## src/rtl/i2c16_pkg.sv

```systemverilog
package i2c16_pkg;

    localparam int PTR_W  = 8;
    localparam int BYTE_W = 8;
    localparam int WORD_W = 16;

    typedef enum logic [2:0] {
        ST_IDLE,
        ST_ADDR,
        ST_PTR,
        ST_WR,
        ST_RD
    } bus_state_t;

    typedef struct packed {
        logic scl;
        logic sda;
        logic rise;
        logic fall;
        logic start;
        logic stop;
    } bus_evt_t;

    typedef struct packed {
        logic              en;
        logic [PTR_W-1:0]  addr;
        logic [WORD_W-1:0] data;
    } reg_wr_t;

    function automatic logic [WORD_W-1:0] reset_value(input int idx);
        case (idx)
            'h11:    return 16'h7A40;
            'h12:    return 16'h14A2;
            'h14:    return 16'h0156;
            default: return '0;
        endcase
    endfunction

endpackage

```

## src/rtl/i2c16_edge.sv

```systemverilog
module i2c16_edge
    import i2c16_pkg::*;
(
    input  logic     clk,
    input  logic     rst,
    input  logic     scl_i,
    input  logic     sda_i,
    output bus_evt_t evt
);
    logic scl_q, sda_q;

    always_ff @(posedge clk) begin
        if (rst) begin
            scl_q <= 1'b1;
            sda_q <= 1'b1;
        end else begin
            scl_q <= scl_i;
            sda_q <= sda_i;
        end
    end

    always_comb begin
        evt.scl   = scl_i;
        evt.sda   = sda_i;
        evt.rise  = scl_i & ~scl_q;
        evt.fall  = ~scl_i & scl_q;
        evt.start = scl_i & scl_q & sda_q & ~sda_i;
        evt.stop  = scl_i & scl_q & ~sda_q & sda_i;
    end
endmodule

```

## src/rtl/i2c16_regbank.sv

```systemverilog
module i2c16_regbank
    import i2c16_pkg::*;
#(
    parameter int NUM_REGS = 48,
    parameter int VOL_IDX  = 1,
    parameter int EQ_IDX   = 3
) (
    input  logic              clk,
    input  logic              rst,
    input  reg_wr_t           wr,
    input  logic [PTR_W-1:0]  rd_addr,
    output logic [WORD_W-1:0] rd_data,
    output logic [WORD_W-1:0] vol_word,
    output logic [1:0]        eq_bits
);
    localparam int IDX_W = $clog2(NUM_REGS);

    logic [WORD_W-1:0] regs [NUM_REGS];

    for (genvar i = 0; i < NUM_REGS; i++) begin : g_reg
        always_ff @(posedge clk) begin
            if (rst)
                regs[i] <= reset_value(i);
            else if (wr.en && wr.addr == PTR_W'(i))
                regs[i] <= wr.data;
        end

        // a register moves only on a commit aimed at it
        p_hold_without_commit_r6: assert property (@(posedge clk) disable iff (rst)
            !(wr.en && wr.addr == PTR_W'(i)) |=> $stable(regs[i]));
    end

    always_comb begin
        if (int'(rd_addr) < NUM_REGS)
            rd_data = regs[rd_addr[IDX_W-1:0]];
        else
            rd_data = '0;
    end

    assign vol_word = regs[VOL_IDX];
    assign eq_bits  = regs[EQ_IDX][1:0];

    // pointers past the bank read as zero
    p_unimpl_reads_zero_r7: assert property (@(posedge clk) disable iff (rst)
        (int'(rd_addr) >= NUM_REGS) |-> (rd_data == '0));
endmodule

```

## src/rtl/i2c16_engine.sv

```systemverilog
module i2c16_engine
    import i2c16_pkg::*;
#(
    parameter logic [6:0] DEV_ADDR = 7'h34
) (
    input  logic              clk,
    input  logic              rst,
    input  bus_evt_t          evt,
    input  logic [WORD_W-1:0] rd_data,
    output reg_wr_t           wr,
    output logic [PTR_W-1:0]  ptr,
    output logic              sda_oe
);
    bus_state_t        state;
    logic [3:0]        cnt;
    logic [7:0]        shreg;
    logic [7:0]        hi_q;
    logic              in_ack, ack_ok, go_read, lo, tx_on, ack_drv, m_ack;
    logic [7:0]        rx_byte, tx_byte;
    logic              tx_bit;

    assign rx_byte = {shreg[6:0], evt.sda};
    assign tx_byte = lo ? rd_data[7:0] : rd_data[15:8];
    assign tx_bit  = tx_byte[3'd7 - cnt[2:0]];
    assign sda_oe  = ack_drv | (tx_on & ~tx_bit);

    always_ff @(posedge clk) begin
        if (rst) begin
            state   <= ST_IDLE;
            cnt     <= '0;
            shreg   <= '0;
            hi_q    <= '0;
            in_ack  <= 1'b0;
            ack_ok  <= 1'b0;
            go_read <= 1'b0;
            lo      <= 1'b0;
            tx_on   <= 1'b0;
            ack_drv <= 1'b0;
            m_ack   <= 1'b0;
            ptr     <= '0;
            wr      <= '0;
        end else begin
            wr.en <= 1'b0;
            if (evt.start) begin
                state   <= ST_ADDR;
                cnt     <= '0;
                in_ack  <= 1'b0;
                ack_drv <= 1'b0;
                tx_on   <= 1'b0;
                lo      <= 1'b0;
            end else if (evt.stop) begin
                state   <= ST_IDLE;
                in_ack  <= 1'b0;
                ack_drv <= 1'b0;
                tx_on   <= 1'b0;
                lo      <= 1'b0;
            end else if (evt.rise) begin
                case (state)
                    ST_ADDR, ST_PTR, ST_WR: begin
                        if (!in_ack) begin
                            shreg <= rx_byte;
                            cnt   <= cnt + 4'd1;
                            if (cnt == 4'd7) begin
                                case (state)
                                    ST_ADDR: begin
                                        ack_ok  <= (rx_byte[7:1] == DEV_ADDR);
                                        go_read <= rx_byte[0];
                                    end
                                    ST_PTR: begin
                                        ptr    <= rx_byte;
                                        ack_ok <= 1'b1;
                                    end
                                    default: begin
                                        ack_ok <= 1'b1;
                                        if (lo) begin
                                            wr.en   <= 1'b1;
                                            wr.addr <= ptr;
                                            wr.data <= {hi_q, rx_byte};
                                        end else begin
                                            hi_q <= rx_byte;
                                        end
                                    end
                                endcase
                            end
                        end
                    end
                    ST_RD: if (in_ack) m_ack <= ~evt.sda;
                    default: ;
                endcase
            end else if (evt.fall) begin
                case (state)
                    ST_ADDR, ST_PTR, ST_WR: begin
                        if (!in_ack && cnt == 4'd8) begin
                            in_ack  <= 1'b1;
                            ack_drv <= ack_ok;
                        end else if (in_ack) begin
                            in_ack  <= 1'b0;
                            ack_drv <= 1'b0;
                            cnt     <= '0;
                            case (state)
                                ST_ADDR: begin
                                    if (!ack_ok)
                                        state <= ST_IDLE;
                                    else if (go_read) begin
                                        state <= ST_RD;
                                        tx_on <= 1'b1;
                                        lo    <= 1'b0;
                                    end else
                                        state <= ST_PTR;
                                end
                                ST_PTR: begin
                                    state <= ST_WR;
                                    lo    <= 1'b0;
                                end
                                default: begin
                                    lo <= ~lo;
                                    if (lo) ptr <= ptr + 8'd1;
                                end
                            endcase
                        end
                    end
                    ST_RD: begin
                        if (in_ack) begin
                            in_ack <= 1'b0;
                            if (m_ack) begin
                                cnt   <= '0;
                                tx_on <= 1'b1;
                                lo    <= ~lo;
                                if (lo) ptr <= ptr + 8'd1;
                            end else begin
                                state <= ST_IDLE;
                            end
                        end else if (cnt == 4'd7) begin
                            cnt    <= '0;
                            tx_on  <= 1'b0;
                            in_ack <= 1'b1;
                        end else begin
                            cnt <= cnt + 4'd1;
                        end
                    end
                    default: ;
                endcase
            end
        end
    end

    // nothing is driven while the block is not addressed
    p_idle_quiet_r1: assert property (@(posedge clk) disable iff (rst)
        (state == ST_IDLE) |-> !sda_oe);

    // the pull-down only moves while SCL is low
    p_oe_steady_scl_high_r10: assert property (@(posedge clk) disable iff (rst)
        (evt.scl && $past(evt.scl) && !$past(evt.start) && !$past(evt.stop))
        |-> $stable(sda_oe));

    // the pointer moves by one step unless a pointer byte is loaded
    p_ptr_step_r4: assert property (@(posedge clk) disable iff (rst)
        (ptr != $past(ptr)) |-> ((ptr == $past(ptr) + 8'd1) || ($past(state) == ST_PTR)));

    // a commit only happens on the low byte of a pair
    p_commit_on_low_r3: assert property (@(posedge clk) disable iff (rst)
        wr.en |-> (lo && state == ST_WR));

    // a master NACK releases the bus on the next cycle
    p_nack_release_r5: assert property (@(posedge clk) disable iff (rst)
        (state == ST_RD && in_ack && evt.fall && !m_ack && !evt.start && !evt.stop)
        |=> (state == ST_IDLE && !sda_oe));
endmodule

```

## src/rtl/i2c16_target.sv

```systemverilog
module i2c16_target
    import i2c16_pkg::*;
#(
    parameter logic [6:0] DEV_ADDR = 7'h34,
    parameter int         NUM_REGS = 48,
    parameter int         VOL_IDX  = 1,
    parameter int         EQ_IDX   = 3
) (
    input  logic        clk,
    input  logic        rst,
    input  logic        scl_i,
    input  logic        sda_i,
    output logic        sda_oe,
    output logic [15:0] cfg_volume,
    output logic        cfg_eq_bypass,
    output logic        cfg_eq_five_band
);
    bus_evt_t          evt;
    reg_wr_t           wr;
    logic [PTR_W-1:0]  ptr;
    logic [WORD_W-1:0] rd_data;
    logic [1:0]        eq_bits;

    i2c16_edge u_edge (
        .clk   (clk),
        .rst   (rst),
        .scl_i (scl_i),
        .sda_i (sda_i),
        .evt   (evt)
    );

    i2c16_engine #(.DEV_ADDR(DEV_ADDR)) u_engine (
        .clk     (clk),
        .rst     (rst),
        .evt     (evt),
        .rd_data (rd_data),
        .wr      (wr),
        .ptr     (ptr),
        .sda_oe  (sda_oe)
    );

    i2c16_regbank #(
        .NUM_REGS (NUM_REGS),
        .VOL_IDX  (VOL_IDX),
        .EQ_IDX   (EQ_IDX)
    ) u_bank (
        .clk      (clk),
        .rst      (rst),
        .wr       (wr),
        .rd_addr  (ptr),
        .rd_data  (rd_data),
        .vol_word (cfg_volume),
        .eq_bits  (eq_bits)
    );

    assign cfg_eq_bypass    = eq_bits[1];
    assign cfg_eq_five_band = eq_bits[0];
endmodule

```

## config.mk

```make
export PLATFORM = sky130hd
export DESIGN_NAME = i2c16_target
export DESIGN_NICKNAME = d
export VERILOG_FILES = /design/src/rtl/i2c16_pkg.sv /design/src/rtl/i2c16_edge.sv /design/src/rtl/i2c16_regbank.sv /design/src/rtl/i2c16_engine.sv /design/src/rtl/i2c16_target.sv
export SDC_FILE = /design/constraint.sdc
export NUM_CORES = 1
export LEC_CHECK = 0
export ABC_AREA = 1
export BUFFER_PORTS_ARGS = -buffer_cell sky130_fd_sc_hd__buf_4
export CAP_MARGIN = 20
export CORE_MARGIN = 5
export CORE_UTILIZATION = 40
export DETAILED_ROUTE_END_ITERATION = 8
export GPL_ROUTABILITY_DRIVEN = 0
export SLEW_MARGIN = 20
export SYNTH_ARGS = -nofsm -noshare
export SYNTH_HDL_FRONTEND = slang
export SYNTH_SLANG_ARGS = --single-unit
export TNS_END_PERCENT = 5
```

## constraint.sdc

```tcl
create_clock -name clk -period 5.9 [get_ports clk]
set_input_delay 0.295 -clock clk [delete_from_list [all_inputs] [get_ports clk]]
set_output_delay 0.295 -clock clk [all_outputs]
set_load 0.005 [all_outputs]
```

After elaboration in Yosys (flattened, before gate mapping)
Memory sizes are Yosys's and may differ from the RTL's. A register that Yosys moved wholly into a read port is not among the register bits.
Index checks and enable logic that the tools add are counted.
Widths: inputs -> output; s select.

storage, ports and cells
  register bits after elaboration = 64
  bits in writable memories = 768
  input port bits = 4
  memories = 1
  output and inout port bits = 19
  word-level logic and storage cells = 511

operators by class
  multiplexer cells = 260
  add/subtract/negate cells = 3
  equal/unequal tests = 82
  reductions and logical operators = 75
  bitwise operators = 70
  $lt $le $gt $ge = 2

memories
  memory       words  width  read ports  clocked after Yosys merged registers in  write ports  RTL line             RTL
  u_bank.regs  48     16     3           1                                        48           i2c16_regbank.sv:18  logic [WORD_W-1:0] regs [NUM_REGS];

operators by type and width
  operator            number
  $mux 16             49
  $mux 1              171
  $eq 8x5->1 const B  16
  $eq 8x6->1 const B  16
  $mux 8              13
  $eq 8x4->1 const B  8
  $logic_and 1x1->1   49
  $or 1x1->1          49
  $reduce_and 8->1    5
  $mux 4              9
  $eq 8x3->1 const B  4
  $mux 25             1
  $mux 3              6
  $ne 2x1->1 const B  9
  $eq 8x2->1 const B  2
  $pmux 8 s2          1
  $ne 3x2->1 const B  5
  $not 1->1           13
  $reduce_and 13->1   1
  $mux 6              2
  $ne 3x3->1 const B  4
  $pmux 3 s2          2
  $reduce_and 10->1   1
  $reduce_and 5->1    2
  other kinds (34)    54

Longest topological paths before layout
  depth after elaboration = 10
  gate-level depth with buffers = 21
  depth with buffers taken out = 18

Cells and area by module
A second synthesis with hierarchy kept.

second synthesis, totals
  cells, all modules = 4472
  area, all modules = 39651.8 µm²

modules (own cells, without submodules)
  module         cells each  instances  area each (µm²)  seq. area each (µm²)
  i2c16_regbank  3979        1          36421.2          23062.1
  i2c16_engine   475         1          3123.0           1241.2
  i2c16_edge     18          1          107.6            40.0

Worst setup path after synthesis
Ideal clock, no wire load.

  path kind = flip-flop to flip-flop
  start point = register, netlist name u_engine.wr[24]
  end point = memory u_bank.regs[12][0] (enable)
  path slack = 3.199 ns
  library setup time = 0.411 ns
  path buffers = 0
  data required time = 5.489 ns
  arrival time = 2.290 ns
  cell stages (with the launch flop) = 7
  period minus slack after synthesis = 2.701 ns
  cell sequence = dfxtp_1 -> inv_1 -> nor2_1 -> inv_1 -> nor2_1 -> inv_1 -> o21ai_0

RTL lines
  item              RTL line
  end: declaration  i2c16_regbank.sv:18

==> flow_summary_export.csv <==
group,metric,value,unit
drt,routed_wl,117,mm
floorplan,dieArea,0.103,mm²
min_path,min_to,"u_engine.wr[7]",
min_path,hold_path_class,"reg2reg",
power_and_ir_drop,vdd_ir_drop_max,0.239,mV
drt,first_iter_violations,3888,
finish,utilization,43.8,%
critical_path,path_common_cell,"nand3_1",
floorplan,initial_core_util,40.2,%
synthesis,async_reset_ff_share,0,%
clock_network,clockRootBuffer,"clkbuf_16",
critical_path,crit_fanout,190,
critical_path,crit_chain,"clkinv_8 > o21ai_0 > nand3_1 > nand3_1 > nand3_1 > nand3_1 > nand2_1 > nand2_1 > nand2_1 > nand3_1 > nand3_1 > nand3_1 > nand2_1 > nand2_1 > buf_4",
critical_path,reg2reg_slack,2.94,ns
timing,report.final.slew_viol_count,0,
timing,tightest_slew,1.10,ns
drt,dr.pass1.iters,6,
place,io_buffer_count,22,
synthesis,synthesis.nets,4178,
timing,rsz0062_at_grt,"false",
finish,diodes,0,
finish,nets,4010,
global_route,grt_usage,22.1,%
finish,area_growth,9.18,%
clock_network,ctsLongestPathBuffers,3,
timing,setup_viol,0,
timing,slew_headroom,26.3,%
clock_network,htreeDepth,3,
synthesis,synth_edf_count,768,
drt,route.detailed.drc,0,
critical_path,r2r_cells,7,
finish,multi_input_area,0.0119,mm²
floorplan,io_pins,23,
finish,fill_cells,9161,
timing,fin_skew,0.0290,ns
critical_path,crit_arrival,4.81,ns
floorplan,num_rows,114,
synthesis,synth_cell_type_count,38,
global_route,grt_pass1_vias,27100,
synthesis,yosys_warnings,0,
floorplan,die_h,321,µm
floorplan,fp.coreArea,0.0963,mm²
critical_path,max_stage_delay,0.82,ns
critical_path,critPathRequiredTime,5.61,ns
global_route,grt_max_degree,191,
timing,clock.fmax,196,MHz
floorplan,die_w,321,µm
drt,vias_per_cell,5.47,
global_route,antenna_found_initial,0,
timing,post-route-min-period,5.10,ns
critical_path,r2r_start,"u_engine.wr[24]",
min_path,holdPathStages,2,
run,cap_violations,0,
clock_network,clk_latency,0.65,ns
synthesis,yosys-top-cells-area,"edfxtp_1 (60%), nor2_1 (9.7%), nand2_1 (8.9%)",
global_route,grt_pass1_wl,175,mm
drt,ant_nets,0,
synthesis,ys_seq_area_share,63.3,%
critical_path,r2r_end,"u_bank.regs[32][9]",
timing,setup_tns,0,ns
critical_path,crit_type,"reg2out",
critical_path,critPathSlowestCell,"dfxtp_4",
min_path,hp-start,"u_engine.wr[7]",
synthesis,synth_ff_type,"edfxtp_1",
place,dpl.hpwl,67.1,mm
synthesis,synth_area,0.0387,mm²
synthesis,syn_avg_cell_area,9.28,µm²
clock_network,clk_pin_slew,0.06,ns
power_and_ir_drop,powerDensity,309,mW/mm²
drt,vias,29200,
clock_network,cts_buffers,87,
clock_network,clock-sinks,838,
clock_network,cts_setup_buffers,0,
timing,hold_violations,0,
finish,drive_above_1_share,5.88,%
synthesis,synth_top_area_cell,"edfxtp_1",
finish,seq_area,0.0245,mm²
synthesis,synth_seq_cells,838,
timing,period_share,86.5,%
synthesis,syn_inst,4167,
status,status,"complete, no violations",
critical_path,end_kind,"output pin",
drt,wl_per_cell,21.9,µm
synthesis,synth_top_area_share,59.7,%
global_route,overflow,0,
power_and_ir_drop,p_leak,14.7,nW
clock_network,cts_tree,"done",
critical_path,startpoint_type,"flip-flop",
-- what timing repair did --
action	CTS	global route
hold endpoints to repair	5	0
hold buffers	3	0
gates resized for setup	0	0
-- power breakdown --
| group | switching, mW | internal (mW) |
|---|---|---|
| Sequential | 0.0849 | 6.69 |
| Clock | 2.35 | 3.17 |
| Combinational | 0.562 | 0.189 |
| Total | 2.99 | 10.0 |
-- layout make-up --
class,count,share of cell area (%)
clock buffers,105,5.54
inverters,196,1.80
clock inverters,52,1.13
flip-flops and latches,838,58.0
multi-input cells,2805,28.3
well taps,1276,3.78
repair buffers,71,1.48
-- layer usage --
metal  part of all wire [%]  routed length, µm  up-vias  track usage (%)
li1                       -                  -    13500                -
met1                     41              47800    14100             30.6
met2                     47              55200     1343             35.9
met3                    8.5               9980      225             3.28
met4                    3.5               4140        0             7.45
met5                      0                  0        -                0
-- sequential cells by signal, indices dropped and copies added, names as in the netlist, 3 cells and up, named ones only --
| register | count |
|---|---|
| u_engine.wr | 25 |
| u_engine.hi_q | 8 |
| u_engine.state | 3 |
| u_engine.shreg | 7 |
| u_bank.regs | 768 |
| u_engine.cnt | 4 |
| u_engine.ptr | 8 |
-- through the flow --
step | cell area (µm²) | hold slack [ns] | power, mW | setup slack [ns] | std cells
after floorplan | 38700 | 0.384 | 7.37 | 3.20 | 4167
after global placement | 39300 | 0.432 | 7.63 | 1.74 | 5182
after detailed placement | 39400 | 0.437 | 7.64 | 1.72 | 5183
after CTS | 42200 | 0.442 | 13.1 | 1.01 | 5343
after global routing | 42200 | 0.476 | 13.4 | 0.692 | 5343
final | 42200 | 0.443 | 13.0 | 0.796 | 5343
-- how the worst max path moves through the flow --
stage	end	cells after the start	slack [ns]	from
global placement	sda_oe	18	1.74	flip-flop
global route	sda_oe	15	0.69	flip-flop
CTS	sda_oe	18	1.01	flip-flop
detailed placement	sda_oe	18	1.72	flip-flop
floorplan	u_bank.regs[12][0]	6	3.20	u_engine.wr[24]
finish	sda_oe	15	0.80	flip-flop
-- logic make-up after synthesis --
logic type	Yosys count	synth area share, %
AND/OR/NAND/NOR	2496	26.3
flip-flops	838	63.3
buffers and inverters	524	5.87
AO/OA/AOI/OAI	299	4.24
adder cells (fa/ha/maj)	7	0.227
XOR/XNOR	3	0.0680
-- critical path, delay by kind of cell (launching register included) --
kind / cells / cell delay [ns]
and+or+nand+nor: 12 / 1.53
buffers and inverters: 2 / 0.84
DFF: 1 / 0.82
AOI/OAI and AO/OA: 1 / 0.58
-- synthesized netlist by cell type (all sizes together) (8+ instances only) --
| library cell | count |
|---|---|
| a21oi | 70 |
| buf | 144 |
| clkbuf | 184 |
| dfxtp | 70 |
| edfxtp | 768 |
| inv | 192 |
| nand2 | 914 |
| nand3 | 529 |
| nand4 | 25 |
| nor2 | 1007 |
| nor3 | 8 |
| o211ai | 42 |
| o21ai | 172 |
| or2 | 8 |
-- placed cells by master (no fill, tap or decap), types with 7 or more instances in the layout --
cell / count
clkinv_2: 23
nand4_1: 25
edfxtp_1: 768
inv_2: 18
clkbuf_1: 12
o21ai_0: 153
bufinv_16: 8
o21ai_1: 18
buf_4: 61
dfxtp_1: 66
a21oi_1: 70
nor2_1: 1000
inv_1: 171
clkbuf_16: 90
nor3_1: 7
ha_1: 7
o211ai_1: 42
nand2_1: 914
nand3_1: 529
clkinv_1: 19
Power figures use the tool's default switching activity.
